**src/rtl/pic_pkg.sv**
```systemverilog
`timescale 1ns/1ps
package pic_pkg;
    localparam int NUM_IRQ = 8;
    localparam int IDX_W   = $clog2(NUM_IRQ);
    localparam int DATA_W  = 8;
    localparam int ADDR_W  = 2 * DATA_W;
    localparam logic [DATA_W-1:0] CALL_OPCODE = 8'hCD;
    localparam logic [IDX_W:0]    RANK_NONE   = (IDX_W+1)'(NUM_IRQ);

    typedef enum logic [1:0] {
        CMD_EOI     = 2'b00,
        CMD_MODE    = 2'b01,
        CMD_BASE_LO = 2'b10,
        CMD_BASE_HI = 2'b11
    } cmd_e;

    typedef enum logic [1:0] {
        TGT_MASK    = 2'd0,
        TGT_BASE_LO = 2'd1,
        TGT_BASE_HI = 2'd2
    } wtgt_e;

    typedef enum logic [1:0] {
        PH_CALL = 2'd0,
        PH_LO   = 2'd1,
        PH_HI   = 2'd2
    } phase_e;

    typedef struct packed {
        logic level;
        logic wide;
        logic stat_isr;
    } mode_t;

    // Rank of the lowest set bit; RANK_NONE when the vector is empty.
    function automatic logic [IDX_W:0] first_set(input logic [NUM_IRQ-1:0] v);
        logic [IDX_W:0] r;
        r = RANK_NONE;
        for (int i = NUM_IRQ - 1; i >= 0; i--) begin
            if (v[i]) r = (IDX_W+1)'(i);
        end
        return r;
    endfunction

    function automatic logic [ADDR_W-1:0] vec_addr(input logic [ADDR_W-1:0] base,
                                                   input logic [IDX_W-1:0]  idx,
                                                   input logic              wide);
        logic [ADDR_W-1:0] keep;
        int sh;
        sh   = wide ? 3 : 2;
        keep = ~((ADDR_W'(1) << (IDX_W + sh)) - ADDR_W'(1));
        return (base & keep) | (ADDR_W'(idx) << sh);
    endfunction

    function automatic phase_e next_phase(input phase_e p);
        phase_e n;
        case (p)
            PH_CALL: n = PH_LO;
            PH_LO:   n = PH_HI;
            default: n = PH_CALL;
        endcase
        return n;
    endfunction
endpackage

```
**src/rtl/pic_hostregs.sv**
```systemverilog
`timescale 1ns/1ps
module pic_hostregs
    import pic_pkg::*;
(
    input  logic                clk,
    input  logic                rst,
    input  logic                cs_n,
    input  logic                wr_n,
    input  logic                a0,
    input  logic [DATA_W-1:0]   din,
    output logic [NUM_IRQ-1:0]  mask,
    output logic [ADDR_W-1:0]   base,
    output mode_t               mode,
    output logic                eoi
);
    logic  wr_en;
    wtgt_e tgt;
    cmd_e  cmd;

    assign wr_en = ~cs_n & ~wr_n;
    assign cmd   = cmd_e'(din[7:6]);
    assign eoi   = wr_en & ~a0 & (cmd == CMD_EOI) & din[5];

    always_ff @(posedge clk) begin
        if (rst) begin
            mask <= '1;
            base <= '0;
            mode <= '0;
            tgt  <= TGT_MASK;
        end else if (wr_en) begin
            if (!a0) begin
                case (cmd)
                    CMD_MODE: begin
                        mode.wide     <= din[0];
                        mode.level    <= din[1];
                        mode.stat_isr <= din[2];
                    end
                    CMD_BASE_LO: tgt <= TGT_BASE_LO;
                    CMD_BASE_HI: tgt <= TGT_BASE_HI;
                    default: ;
                endcase
            end else begin
                case (tgt)
                    TGT_BASE_LO: begin
                        base[DATA_W-1:0] <= din;
                        tgt              <= TGT_MASK;
                    end
                    TGT_BASE_HI: begin
                        base[ADDR_W-1:DATA_W] <= din;
                        tgt                   <= TGT_MASK;
                    end
                    default: mask <= din[NUM_IRQ-1:0];
                endcase
            end
        end
    end
endmodule

```
**src/rtl/pic_reqcap.sv**
```systemverilog
`timescale 1ns/1ps
module pic_reqcap
    import pic_pkg::*;
(
    input  logic               clk,
    input  logic               rst,
    input  logic [NUM_IRQ-1:0] irq_in,
    input  logic               level,
    input  logic [NUM_IRQ-1:0] clr,
    output logic [NUM_IRQ-1:0] irr
);
    logic [NUM_IRQ-1:0] prev;

    for (genvar g = 0; g < NUM_IRQ; g++) begin : g_line
        always_ff @(posedge clk) begin
            if (rst) begin
                irr[g]  <= 1'b0;
                prev[g] <= 1'b0;
            end else begin
                prev[g] <= irq_in[g];
                if (clr[g])
                    irr[g] <= 1'b0;
                else if (level)
                    irr[g] <= irq_in[g];
                else if (irq_in[g] && !prev[g])
                    irr[g] <= 1'b1;
            end
        end

        AST_IRR_NEEDS_INPUT: assert property (@(posedge clk) disable iff (rst)
            $rose(irr[g]) |-> $past(irq_in[g]));
    end

    AST_ACK_CLEARS_IRR: assert property (@(posedge clk) disable iff (rst)
        $past(clr) != '0 |-> (irr & $past(clr)) == '0);
endmodule

```
**src/rtl/pic_core.sv**
```systemverilog
`timescale 1ns/1ps
module pic_core
    import pic_pkg::*;
(
    input  logic               clk,
    input  logic               rst,
    input  logic [NUM_IRQ-1:0] irr,
    input  logic [NUM_IRQ-1:0] mask,
    input  logic               eoi,
    input  logic               inta_n,
    input  logic [ADDR_W-1:0]  base,
    input  logic               wide,
    output logic [NUM_IRQ-1:0] irr_clr,
    output logic [NUM_IRQ-1:0] isr,
    output logic               intr,
    output logic [DATA_W-1:0]  ack_byte,
    output logic               ack_drive
);
    logic [NUM_IRQ-1:0] eligible, isr_n;
    logic [IDX_W:0]     elig_rank, isr_rank;
    logic               pending, inta_q, fall, take;
    phase_e             next_ph, cur_ph;
    logic [IDX_W-1:0]   win_idx;
    logic [ADDR_W-1:0]  vec;

    assign eligible  = irr & ~mask;
    assign elig_rank = first_set(eligible);
    assign isr_rank  = first_set(isr);
    assign pending   = elig_rank < isr_rank;
    assign fall      = inta_q & ~inta_n;
    assign take      = fall && (next_ph == PH_CALL) && pending;
    assign intr      = pending && (next_ph == PH_CALL);
    assign ack_drive = ~inta_q & ~inta_n;

    always_comb begin
        irr_clr = '0;
        if (take) irr_clr[elig_rank[IDX_W-1:0]] = 1'b1;
    end

    always_comb begin
        isr_n = isr;
        if (eoi && isr_rank != RANK_NONE) isr_n[isr_rank[IDX_W-1:0]] = 1'b0;
        if (take) isr_n[elig_rank[IDX_W-1:0]] = 1'b1;
    end

    always_ff @(posedge clk) begin
        if (rst) begin
            isr     <= '0;
            inta_q  <= 1'b1;
            next_ph <= PH_CALL;
            cur_ph  <= PH_CALL;
            win_idx <= '0;
        end else begin
            isr    <= isr_n;
            inta_q <= inta_n;
            if (fall) begin
                cur_ph  <= next_ph;
                next_ph <= next_phase(next_ph);
                if (next_ph == PH_CALL)
                    win_idx <= pending ? elig_rank[IDX_W-1:0] : IDX_W'(NUM_IRQ - 1);
            end
        end
    end

    assign vec = vec_addr(base, win_idx, wide);

    always_comb begin
        case (cur_ph)
            PH_CALL: ack_byte = CALL_OPCODE;
            PH_LO:   ack_byte = vec[DATA_W-1:0];
            default: ack_byte = vec[ADDR_W-1:DATA_W];
        endcase
    end

    AST_ISR_SET_ONLY_ON_ACK: assert property (@(posedge clk) disable iff (rst)
        (isr & ~$past(isr)) != '0 |-> $past(fall && next_ph == PH_CALL));

    AST_EOI_CLEARS_ONE: assert property (@(posedge clk) disable iff (rst)
        $past(eoi) && $past(isr) != '0 && !$past(fall)
            |-> $countones(isr) == $countones($past(isr)) - 1);
endmodule

```
**src/rtl/pic_ctrl.sv**
```systemverilog
`timescale 1ns/1ps
module pic_ctrl
    import pic_pkg::*;
(
    input  logic        clk,
    input  logic        rst,
    input  logic        cs_n,
    input  logic        rd_n,
    input  logic        wr_n,
    input  logic        a0,
    input  logic [7:0]  din,
    output logic [7:0]  dout,
    input  logic [7:0]  irq_in,
    output logic        intr,
    input  logic        inta_n
);
    logic [NUM_IRQ-1:0] mask, irr, isr, irr_clr;
    logic [ADDR_W-1:0]  base;
    mode_t              mode;
    logic               eoi, ack_drive, rd_en;
    logic [DATA_W-1:0]  ack_byte;

    pic_hostregs u_regs (
        .clk(clk), .rst(rst), .cs_n(cs_n), .wr_n(wr_n), .a0(a0), .din(din),
        .mask(mask), .base(base), .mode(mode), .eoi(eoi)
    );

    pic_reqcap u_req (
        .clk(clk), .rst(rst), .irq_in(irq_in), .level(mode.level),
        .clr(irr_clr), .irr(irr)
    );

    pic_core u_core (
        .clk(clk), .rst(rst), .irr(irr), .mask(mask), .eoi(eoi),
        .inta_n(inta_n), .base(base), .wide(mode.wide),
        .irr_clr(irr_clr), .isr(isr), .intr(intr),
        .ack_byte(ack_byte), .ack_drive(ack_drive)
    );

    assign rd_en = ~cs_n & ~rd_n;

    always_comb begin
        if (ack_drive)
            dout = ack_byte;
        else if (rd_en)
            dout = a0 ? mask : (mode.stat_isr ? isr : irr);
        else
            dout = '0;
    end

    AST_MASKED_SILENT: assert property (@(posedge clk) disable iff (rst)
        intr |-> (irr & ~mask) != '0);

    AST_SEQ_QUIET: assert property (@(posedge clk) disable iff (rst)
        $past(ack_drive) && ack_drive |-> !intr);
endmodule

```
**config.mk**
```make
export PLATFORM = sky130hd
export DESIGN_NAME = pic_ctrl
export DESIGN_NICKNAME = d
export VERILOG_FILES = /design/src/rtl/pic_pkg.sv /design/src/rtl/pic_hostregs.sv /design/src/rtl/pic_reqcap.sv /design/src/rtl/pic_core.sv /design/src/rtl/pic_ctrl.sv
export SDC_FILE = /design/constraint.sdc
export NUM_CORES = 1
export LEC_CHECK = 0
export CORE_ASPECT_RATIO = 0.9
export CORE_MARGIN = 1.5
export CORE_UTILIZATION = 51
export CTS_CLUSTER_SIZE = 20
export DETAILED_ROUTE_END_ITERATION = 10
export PLACE_DENSITY = 0.76
export SYNTH_ARGS = -nofsm -noshare
export SYNTH_HDL_FRONTEND = slang
export SYNTH_SLANG_ARGS = --single-unit
export TNS_END_PERCENT = 30
```
**constraint.sdc**
```tcl
create_clock -name clk -period 3.1 [get_ports clk]
set_input_delay 0.93 -clock clk [delete_from_list [all_inputs] [get_ports clk]]
set_output_delay 0.93 -clock clk [all_outputs]
set_load 0.01 [all_outputs]
```
==> flow_summary.yaml <==
status:
  outcome: "finished with violations"
  failed_checks: "negative setup slack"
placed_design:
  port_buffers: 31
  pre_cts_ws_ns: -0.457
  place_area_um2: 3600
  place_congestion: 0.956
  place_inst: 482
  hpwl_um: 5700
power_and_ir_drop:
  ir_drop_uv: 359
  power.total_mw: 1.66
  leakage_nw: 1.59
  power.density_nw_per_um2: 433
sta:
  layout_min_cycle_time_ns: 3.38
  slew_headroom_pct: 48.9
  period_share_pct: 109
  clock.fmax_mhz: 296
  slew_viol_final: 0
  holdWs_ns: 0.462
  fin_ws_ns: -0.279
  tightest_slew_ns: 0.767
  rsz0062_at_grt: "yes"
  hold_viol: 0
  finClkSkew_ns: 0.00931
  setup_viol: 1
  fin_tns_setup_ns: -0.279
clocking:
  clk_pin_slew_ns: 0.10
  cts_max_path_buffers: 2
  cts_root_buf: "clkbuf_8"
  numCtsBuffers: 5
  cts_tree: "yes"
  insertion_delay_ns: 0.32
  cts.sinks: 56
  hold_buffers: 0
  cts.htree.levels: 2
logic_synthesis:
  synth_top_flop_cell: "dfxtp_1"
  yosysUniqueCellTypes: 51
  synth_cells: 352
  syn_nets: 380
  ys_seq_area_share_pct: 38.7
  synth_edf_count: 0
  synthArstFlopShare_pct: 0
  synthesis.area_um2: 2900
  synth_seq_cells: 56
  yosysWarnings: 0
  synth.avg_cell_area_um2: 8.23
worst_setup_path:
  cp_max_fo: 3
  crit_arrival_ns: 2.45
  crit_chain: "nor2b_4 -> nand4b_1 -> nor2_4 -> ha_4 -> a211o_1 -> a21oi_2 -> a21o_1 -> nor3b_2 -> buf_2"
  r2r_end: "u_core.isr[4]$_SDFF_PP0_"
  rr_startpoint: "u_regs.mask[3]$_SDFFE_PP1P_"
  cp-start-kind: "register"
  path_delay_family: "simple AND/OR/NAND/NOR gates"
  crit_slowest_cell: "dfxtp_2"
  required_ns: 2.17
  worst-path-buf-inv: 1
  reg2reg_slack_ns: 0.66
  crit_cells: 9
  crit_path_end_kind: "output pin"
  r2r_cells: 10
  cp_slowest_stage_delay_ns: 0.34
  critPathKind: "reg2out"
grt:
  overflow: 0
  antenna_found_initial: 0
  grt_max_degree: 43
  grt_pass1_wl_um: 12400
  grt_pass1_vias: 2591
  grtUsageTotal_pct: 27.3
floorplan:
  die_area_um2: 6140
  std_cell_rows: 25
  coreArea_um2: 5350
  initial_core_util_pct: 54.2
  fp.dieW_um: 82.5
  ioPinCount: 32
  dieHeight_um: 74.5
detailed_routing:
  vias_per_cell: 5.78
  route.detailed.drc: 0
  wl_per_cell_um: 16.4
  ant_nets: 0
  route.met3.wl_um: 341
  topRoutingLayerUsed: "met4"
  vias: 2856
  wl_met1_um: 3650
  drt_wl_total_um: 8110
  route.met2.wl_um: 3940
  drt_iter0_markers: 189
  drt_pass1_iterations: 5
worst_hold_path:
  hold_path.class: "reg2reg"
  hold_depth: 2
  hold_start: "u_regs.base[9]$_SDFFE_PP0P_"
  worstHoldEndpoint: "u_regs.base[9]$_SDFFE_PP0P_"
layout:
  fin_nets: 454
  final_cell_area_um2: 3840
  layout-drive-gt1-share_pct: 26.9
  diodes: 0
  finish.utilization_pct: 71.8
  area_delta_synth_final_pct: 32.5
  final_cells: 494
flow_run:
  max-cap-violations: 0
==> cell usage after synthesis (3+ instances only) <==
| cell type | number | share of area (%) |
|---|---|---|
| nand2_1 | 45 | 5.8 |
| mux2i_1 | 19 | 6.6 |
| o41ai_1 | 4 | 1.2 |
| inv_1 | 14 | 1.8 |
| o22ai_1 | 17 | 3.7 |
| nand4_1 | 3 | 0.65 |
| a221oi_2 | 3 | 1.6 |
| nand3b_1 | 9 | 2.3 |
| nor3_1 | 4 | 0.69 |
| nor2b_1 | 15 | 3.2 |
| clkbuf_1 | 12 | 1.6 |
| a221oi_1 | 5 | 1.5 |
| dfxtp_1 | 56 | 39 |
| nand3_1 | 7 | 1.2 |
| o21ai_0 | 15 | 2.6 |
| nand2b_1 | 18 | 3.9 |
| a21oi_1 | 28 | 4.8 |
| nor2_1 | 33 | 4.3 |
| ha_1 | 5 | 2.2 |
==> worst min-delay path, cell delays in order (launching register included) <==
cell,delay [ns]
dfxtp_1,0.32
nand2_1,0.05
a21oi_1,0.05
==> cell families (layout without fill, tap and decap cells) <==
family                     Yosys count  after routing  share of synthesized area (%)
buffers and inverters               30            105                           4.23
and+or+nand+nor                    153            153                           28.1
AOI/OAI and AO/OA                   88             88                           19.9
adders and majority gates            5              5                           2.16
muxes                               20             20                           6.95
DFF                                 56             56                           38.7
==> cells in the final DEF, fill, tap and decap left out, drive strengths merged, types with 5 or more instances in the layout <==
cell           instances
clkbuf                 9
buf                   58
inv                   15
nor2b                 15
ha                     5
nand2                 45
mux2i                 19
a21oi                 28
o21ai                 16
clkdlybuf4s50         19
nor2                  33
o22ai                 17
nand2b                20
nand3b                 9
dfxtp                 56
nand3                  7
nor3                   6
a221oi                 8
==> final cells by class <==
class                   count  area (um^2)
multi-input cells         266         1800
well taps                  67         83.8
clock buffers               6         82.6
clock inverters             2         13.8
fillers                   433         1510
repair buffers             83          672
inverters                  14         52.6
flip-flops and latches     56         1130
==> where the power goes <==
part | switching [mW] | leakage [nW] | internal [mW] | total [mW]
clock | 0.253 | 0.0516 | 0.184 | 0.437
sequential | 0.0304 | 0.456 | 0.755 | 0.785
combinational | 0.227 | 1.08 | 0.215 | 0.442
total | 0.510 | 1.59 | 1.15 | 1.66
==> flip-flops by register name, summed over array words and instances (netlist names) <==
register,flops
u_regs.base,11
u_core.isr,8
u_core.win_idx,3
u_core.cur_ph,2
u_req.prev,8
u_regs.mode,3
u_req.irr,8
u_core.next_ph,2
u_regs.tgt,2
u_core.inta_q,1
u_regs.mask,8
==> worst max-delay path by stage <==
stage                                     start       to  slack [ns]
finish                u_req.irr[6]$_SDFFE_PP0P_     intr       -0.28
global route        u_regs.mask[1]$_SDFFE_PP1P_     intr       -0.35
CTS                    u_core.isr[1]$_SDFF_PP0_     intr       -0.22
detailed placement                       inta_n  dout[3]       -0.46
global placement                         inta_n  dout[6]       -0.38
floorplan              u_core.isr[0]$_SDFF_PP0_     intr        0.04
==> what timing repair did <==
action / 4_1_cts / 5_1_grt
endpoints found under the setup margin: 9 / 6
pin swaps: 7 / 6
setup buffers: 2 / 2
cloned: 0 / 0
resized for setup: 42 / 26
endpoints found under the hold margin: 0 / 0
==> layer usage <==
layer	global-route usage [%]	vias to the layer above
met5	0	-
li1	-	1396
met3	4.17	18
met1	37.2	1370
met2	44.0	72
met4	9.42	0
Power figures use the tool's default switching activity.
